==> config.mk <==
export PLATFORM = sky130hd
export DESIGN_NAME = async_serial_xcvr
export DESIGN_NICKNAME = d
export VERILOG_FILES = /design/src/rtl/xcvr_pkg.sv /design/src/rtl/xcvr_sync.sv /design/src/rtl/xcvr_tx.sv /design/src/rtl/xcvr_rx.sv /design/src/rtl/async_serial_xcvr.sv
export SDC_FILE = /design/constraint.sdc
export NUM_CORES = 1
export LEC_CHECK = 0
export BUFFER_PORTS_ARGS = -buffer_cell sky130_fd_sc_hd__buf_2
export CELL_PAD_IN_SITES_DETAIL_PLACEMENT = 1
export CELL_PAD_IN_SITES_GLOBAL_PLACEMENT = 2
export CORE_ASPECT_RATIO = 0.5
export CORE_MARGIN = 2
export CORE_UTILIZATION = 27
export CTS_CLUSTER_DIAMETER = 60
export DETAILED_ROUTE_END_ITERATION = 6
export GPL_ROUTABILITY_DRIVEN = 0
export HOLD_SLACK_MARGIN = 0.05
export PLACE_DENSITY_LB_ADDON = 0.1
export SYNTH_ARGS = -nofsm -noshare
export SYNTH_HDL_FRONTEND = slang
export SYNTH_SLANG_ARGS = --single-unit
export TNS_END_PERCENT = 1
==> constraint.sdc <==
create_clock -name clk -period 3.8 [get_ports clk]
set_input_delay 0.19 -clock clk [delete_from_list [all_inputs] [get_ports clk]]
set_output_delay 0.19 -clock clk [all_outputs]
set_load 0.1 [all_outputs]
==> src/rtl/xcvr_pkg.sv <==
package xcvr_pkg;

   typedef struct packed {
      logic par_en;
      logic par_odd;
      logic two_stop;
      logic mp_mode;
   } frame_cfg_t;

   // an extra bit follows the data when parity or the marker is in use
   function automatic logic has_extra(frame_cfg_t c);
      return c.mp_mode | c.par_en;
   endfunction

endpackage

==> src/rtl/xcvr_sync.sv <==
module xcvr_sync #(
   parameter int STAGES = 2
) (
   input  logic clk,
   input  logic rst_n,
   input  logic din,
   output logic dout
);

   initial begin
      assert (STAGES >= 0 && STAGES <= 4) else $error("xcvr_sync: STAGES out of range");
   end

   generate
      if (STAGES == 0) begin : g_bypass
         assign dout = din;
      end else begin : g_chain
         logic [STAGES-1:0] chain;
         always_ff @(posedge clk) begin
            if (!rst_n) chain <= '1;
            else        chain <= {chain[STAGES-2+((STAGES==1)?1:0):0], din} ;
         end
         assign dout = chain[STAGES-1];
      end
   endgenerate

endmodule

==> src/rtl/xcvr_tx.sv <==
module xcvr_tx
   import xcvr_pkg::*;
#(
   parameter int DATA_W = 8,
   parameter int OVS    = 16
) (
   input  logic              clk,
   input  logic              rst_n,
   input  logic              tick,
   input  frame_cfg_t        cfg,
   input  logic              tx_valid,
   output logic              tx_ready,
   input  logic [DATA_W-1:0] tx_data,
   input  logic              tx_mpb,
   output logic              txd
);

   localparam int FW = DATA_W + 4;
   localparam int CW = $clog2(OVS);
   localparam int NW = $clog2(FW + 1);

   initial begin
      assert (OVS >= 4 && (OVS % 2) == 0) else $error("xcvr_tx: OVS must be even and >= 4");
      assert (DATA_W >= 5) else $error("xcvr_tx: DATA_W too small");
   end

   logic          busy;
   logic [FW-1:0] shreg;
   logic [NW-1:0] nleft;
   logic [CW-1:0] tcnt;

   logic          extra_bit;
   logic [FW-1:0] frame;
   logic [NW-1:0] nbits;

   always_comb begin
      extra_bit = cfg.mp_mode ? tx_mpb : ((^tx_data) ^ cfg.par_odd);
      frame = '1;
      frame[0] = 1'b0;
      frame[DATA_W:1] = tx_data;
      if (has_extra(cfg)) frame[DATA_W+1] = extra_bit;
      nbits = NW'(DATA_W + 2) + NW'(has_extra(cfg)) + NW'(cfg.two_stop);
   end

   always_ff @(posedge clk) begin
      if (!rst_n) begin
         busy  <= 1'b0;
         shreg <= '1;
         nleft <= '0;
         tcnt  <= '0;
      end else if (!busy) begin
         if (tx_valid) begin
            busy  <= 1'b1;
            shreg <= frame;
            nleft <= nbits;
            tcnt  <= '0;
         end
      end else if (tick) begin
         if (tcnt == CW'(OVS - 1)) begin
            tcnt  <= '0;
            shreg <= {1'b1, shreg[FW-1:1]};
            nleft <= nleft - 1'b1;
            if (nleft == NW'(1)) busy <= 1'b0;
         end else begin
            tcnt <= tcnt + 1'b1;
         end
      end
   end

   assign tx_ready = !busy;
   assign txd      = busy ? shreg[0] : 1'b1;

   a_r2_accept_starts: assert property (@(posedge clk) disable iff (!rst_n)
      (tx_valid && tx_ready) |=> (!tx_ready && !txd));

   a_r2_busy_ends_on_tick: assert property (@(posedge clk) disable iff (!rst_n)
      (!tx_ready && !tick) |=> !tx_ready);

   a_r10_line_steady_between_ticks: assert property (@(posedge clk) disable iff (!rst_n)
      (!tx_ready && !tick) |=> $stable(txd));

endmodule

==> src/rtl/xcvr_rx.sv <==
module xcvr_rx
   import xcvr_pkg::*;
#(
   parameter int DATA_W = 8,
   parameter int OVS    = 16
) (
   input  logic              clk,
   input  logic              rst_n,
   input  logic              tick,
   input  frame_cfg_t        cfg,
   input  logic              rxs,
   input  logic              rx_read,
   output logic              rx_valid,
   output logic [DATA_W-1:0] rx_data,
   output logic              rx_mpb,
   output logic              rx_par_err,
   output logic              rx_frm_err,
   output logic              rx_ovr_err
);

   localparam int CW   = $clog2(OVS);
   localparam int BW   = $clog2(DATA_W);
   localparam int HALF = OVS / 2;

   initial begin
      assert (OVS >= 4 && (OVS % 2) == 0) else $error("xcvr_rx: OVS must be even and >= 4");
   end

   typedef enum logic [2:0] {R_IDLE, R_START, R_DATA, R_EXTRA, R_STOP} rx_state_t;

   rx_state_t         st;
   logic [CW-1:0]     tcnt;
   logic [BW-1:0]     bidx;
   logic [DATA_W-1:0] shreg;
   logic              xbit;
   frame_cfg_t        cfg_q;

   logic full_bit;
   logic done;

   assign full_bit = tick && (tcnt == CW'(OVS - 1));
   assign done     = full_bit && (st == R_STOP);

   always_ff @(posedge clk) begin
      if (!rst_n) begin
         st    <= R_IDLE;
         tcnt  <= '0;
         bidx  <= '0;
         shreg <= '0;
         xbit  <= 1'b0;
         cfg_q <= '0;
      end else if (tick) begin
         unique case (st)
            R_IDLE: begin
               if (!rxs) begin
                  st    <= R_START;
                  tcnt  <= '0;
                  cfg_q <= cfg;
               end
            end
            R_START: begin
               if (tcnt == CW'(HALF - 1)) begin
                  tcnt <= '0;
                  bidx <= '0;
                  st   <= rxs ? R_IDLE : R_DATA;
               end else begin
                  tcnt <= tcnt + 1'b1;
               end
            end
            R_DATA: begin
               if (full_bit) begin
                  tcnt  <= '0;
                  shreg <= {rxs, shreg[DATA_W-1:1]};
                  if (bidx == BW'(DATA_W - 1))
                     st <= has_extra(cfg_q) ? R_EXTRA : R_STOP;
                  else
                     bidx <= bidx + 1'b1;
               end else begin
                  tcnt <= tcnt + 1'b1;
               end
            end
            R_EXTRA: begin
               if (full_bit) begin
                  tcnt <= '0;
                  xbit <= rxs;
                  st   <= R_STOP;
               end else begin
                  tcnt <= tcnt + 1'b1;
               end
            end
            R_STOP: begin
               if (full_bit) begin
                  tcnt <= '0;
                  st   <= R_IDLE;
               end else begin
                  tcnt <= tcnt + 1'b1;
               end
            end
            default: st <= R_IDLE;
         endcase
      end
   end

   always_ff @(posedge clk) begin
      if (!rst_n) begin
         rx_valid   <= 1'b0;
         rx_data    <= '0;
         rx_mpb     <= 1'b0;
         rx_par_err <= 1'b0;
         rx_frm_err <= 1'b0;
         rx_ovr_err <= 1'b0;
      end else if (done) begin
         rx_valid   <= 1'b1;
         rx_data    <= shreg;
         rx_mpb     <= cfg_q.mp_mode & xbit;
         rx_par_err <= !cfg_q.mp_mode && cfg_q.par_en && (((^shreg) ^ xbit) != cfg_q.par_odd);
         rx_frm_err <= !rxs;
         rx_ovr_err <= rx_valid && !rx_read;
      end else if (rx_read) begin
         rx_valid <= 1'b0;
      end
   end

   a_r11_valid_held: assert property (@(posedge clk) disable iff (!rst_n)
      (rx_valid && !rx_read) |=> rx_valid);

   a_r9_overrun_flag: assert property (@(posedge clk) disable iff (!rst_n)
      (done && rx_valid && !rx_read) |=> rx_ovr_err);

   a_r7_marker_no_parity: assert property (@(posedge clk) disable iff (!rst_n)
      (done && cfg_q.mp_mode) |=> !rx_par_err);

   a_r8_start_needs_low: assert property (@(posedge clk) disable iff (!rst_n)
      (st == R_IDLE && tick && rxs) |=> (st == R_IDLE));

endmodule

==> src/rtl/async_serial_xcvr.sv <==
module async_serial_xcvr
   import xcvr_pkg::*;
#(
   parameter int DATA_W      = 8,
   parameter int OVS         = 16,
   parameter int SYNC_STAGES = 2
) (
   input  logic              clk,
   input  logic              rst_n,
   input  logic              tick,
   input  logic              cfg_par_en,
   input  logic              cfg_par_odd,
   input  logic              cfg_two_stop,
   input  logic              cfg_mp_mode,
   input  logic              tx_valid,
   output logic              tx_ready,
   input  logic [DATA_W-1:0] tx_data,
   input  logic              tx_mpb,
   output logic              txd,
   input  logic              rxd,
   output logic              rx_valid,
   input  logic              rx_read,
   output logic [DATA_W-1:0] rx_data,
   output logic              rx_mpb,
   output logic              rx_par_err,
   output logic              rx_frm_err,
   output logic              rx_ovr_err
);

   frame_cfg_t cfg;
   logic       rxs;

   assign cfg = '{par_en: cfg_par_en, par_odd: cfg_par_odd,
                  two_stop: cfg_two_stop, mp_mode: cfg_mp_mode};

   xcvr_sync #(.STAGES(SYNC_STAGES)) u_sync (
      .clk(clk), .rst_n(rst_n), .din(rxd), .dout(rxs)
   );

   xcvr_tx #(.DATA_W(DATA_W), .OVS(OVS)) u_tx (
      .clk(clk), .rst_n(rst_n), .tick(tick), .cfg(cfg),
      .tx_valid(tx_valid), .tx_ready(tx_ready), .tx_data(tx_data),
      .tx_mpb(tx_mpb), .txd(txd)
   );

   xcvr_rx #(.DATA_W(DATA_W), .OVS(OVS)) u_rx (
      .clk(clk), .rst_n(rst_n), .tick(tick), .cfg(cfg), .rxs(rxs),
      .rx_read(rx_read), .rx_valid(rx_valid), .rx_data(rx_data),
      .rx_mpb(rx_mpb), .rx_par_err(rx_par_err), .rx_frm_err(rx_frm_err),
      .rx_ovr_err(rx_ovr_err)
   );

   a_r1_idle_line_high: assert property (@(posedge clk) disable iff (!rst_n)
      $rose(tx_ready) |-> txd);

endmodule

==> metrics.txt <==
CTS Buf Count 5; Pre-antenna DRT Iters 4; Avg Inst Size Synth 8.92 um2; Crit path top cell by count o21ai_1; GRT Max-Usage Layer met2; largest net degree at the start of global routing 41; Vias 2178; synth warn 0; Largest delay share family, worst path flip-flops; commonest non-fill, non-tap cell in the layout dfxtp_1; RSZ-0062 raised after global routing false; Synth Flop Type dfxtp_1; Critical Path Source Type flip-flop; VDD IR max roughly 0.17 mV; I/O Buffers 33; commonest non-fill, non-tap cells in the layout dfxtp_1, buf_2, nand2_1, mux2i_1, nor2_1; Post-Route WL around 6500 um; I/O pin total 34; area grow syn2layout 14.9%; die height about 76 um; Crit. End Element flip-flop; Worst Path Buf+Inv 1; Cell Rows 26; R2R depth 5; hpwl dp about 4500 um; CP Class flip-flop to flip-flop; post-place setup slack 1.72 ns; CTS tree done; hold_ws 0.0760 ns; Mapped Cells approximately 310; Max Fclk around 500 MHz; DR iter-0 viols 69; GRT met3 Usage about 3.5%; Synth Register Bits 56; Reg clk slew, reported paths 0.07 ns; Clock Skew between 0.004 and 0.005 ns; CTS Buffer Depth 2; syn nets 338; cell depth of the worst setup path 5; final setup fails 0; Global Route met1 Usage between 10% and 20%; register area share after synthesis about 40%; Final Worst Setup Slack between 1.5 and 2 ns; slowest CP cell dfxtp_1; ANT cells 0; library cells used by synthesis 53; die area 11200 um2; # clock sinks 56; GR Overflow Total 0; post-synth top area share 40.3%; fin nets roughly 360; Final Hold Viols 0; Max FO, Critical Path 20; gr usage total between 10% and 20%; H-tree depth 2; Final ANT Viol Nets 0; Initial Util 27.5%; Residual DRC 0; Post-Syn Area between 2000 and 3000 um2; Static Leak between 0.001 and 0.0015 uW; Power, Total ~1200 uW; Hold Crit Depth 2; max incr delay on CP 0.80 ns; outcome finished clean; initial antenna violation count 0; core area slightly above 10000 um2; Filler cells roughly 1200; met2 Use GR just over 20%; slew margin rel. 50.8%; layout cell share with drive strength beyond 1 between 10% and 20%; synth top area cells dfxtp_1, mux2i_1, xnor2_1, nand2_1, nor2b_1; DR WL/cell 13.7 um; die width about 150 um; vias in the first global route approximately 2100; Worst-Skew Late Latency 0.29 ns; Worst Hold Class input pin to flip-flop; Slew @ Worst Pin around 0.74 ns; crit-path cells nand2_1 > o21ai_1 > buf_4 > o21ai_1 > a221oi_1; Post-synth EDFFs 0; PwrDens 381 nW/um2; cts hold-fix bufs 0; CP required 4.00 ns; fin crit period around 2 ns; largest area contributor in the netlist dfxtp_1; setup_tns 0 ns; Worst Path Arrival ~2.3 ns; crit share post-route a little over half; clock root buffer clkbuf_16; ys async rst share 0%; global-route wire length before repair 10800 um; max-slew violation count 0; number of gates resized after CTS 0; Setup Buffers After CTS 0; max-cap violation count 0; vias per inst 4.57
-- worst reg2reg max path: stages, from the launching register on --
cell,delay (ns)
dfxtp_1,0.80
nand2_1,0.33
o21ai_1,0.21
buf_4,0.25
o21ai_1,0.10
a221oi_1,0.28
-- state kept, by name, indices dropped and copies added (netlist names), 2 cells and up --
signal,flops
u_rx.bidx,3
u_rx.cfg_q,3
u_rx.rx_data,8
u_rx.shreg,8
u_rx.st,3
u_rx.tcnt,4
u_sync.g_chain.chain,2
u_tx.nleft,4
u_tx.shreg,10
u_tx.tcnt,4
-- area by class of cell --
class,count,area [um2],area share [%]
Sequential cell,56,1120,35.0
Tap cell,140,175,5.48
Clock inverter,3,23.8,0.743
Clock buffer,5,125,3.91
Inverter,7,26.3,0.821
Multi-Input combinational cell,232,1560,48.6
Timing Repair Buffer,34,173,5.40
-- Yosys cell counts, drive strengths merged, types with 8 or more instances --
master and count:
a21oi 15, buf 11, dfxtp 56, mux2i 31, nand2 32, nand2b 8, nand3 12, nor2 23
nor2b 19, o21ai 22, xnor2 14
-- kinds of logic (layout without fill, tap and decap cells) --
| family | count (synthesis) | in the layout | share of synthesized area (%) |
|---|---|---|---|
| buf+inv | 24 | 49 | 3.87 |
| compound gates | 56 | 56 | 12.3 |
| flops | 56 | 56 | 40.3 |
| fa+ha+maj | 7 | 7 | 3.15 |
| simple gates | 120 | 120 | 23.1 |
| mux | 31 | 31 | 11.1 |
| xor+xnor | 18 | 18 | 6.16 |
-- power breakdown --
group | internal [uW] | switching, uW | total, uW
sequential | 601 | 18.4 | 620
clock | 246 | 228 | 474
combinational | 54.8 | 71.1 | 126
-- metal layers --
layer	share of wire, %	routed length (um)
met1	51	3340
met2	45	2970
met3	3.0	195
met4	0.44	29
met5	0	0
-- worst paths after layout --
check / from / endpoint / slack (ns)
worst max-delay path: u_tx.busy / u_tx.nleft[0] / 1.74
worst max register to register: u_tx.busy / u_tx.nleft[0] / 1.74
worst min register to register: u_sync.g_chain.chain[0] / u_sync.g_chain.chain[1] / 0.41
worst min-delay path: rxd / u_sync.g_chain.chain[0] / 0.08
-- stage by stage --
stage / area [um2] / util (%) / cells
floorplan: 2780 / - / 312
global placement: 3050 / 30.2 / 469
detailed placement: 3050 / 30.2 / 469
CTS: 3200 / 31.6 / 477
global route: 3200 / 31.6 / 477
finish: 3200 / 31.6 / 477
Power figures use the tool's default switching activity.
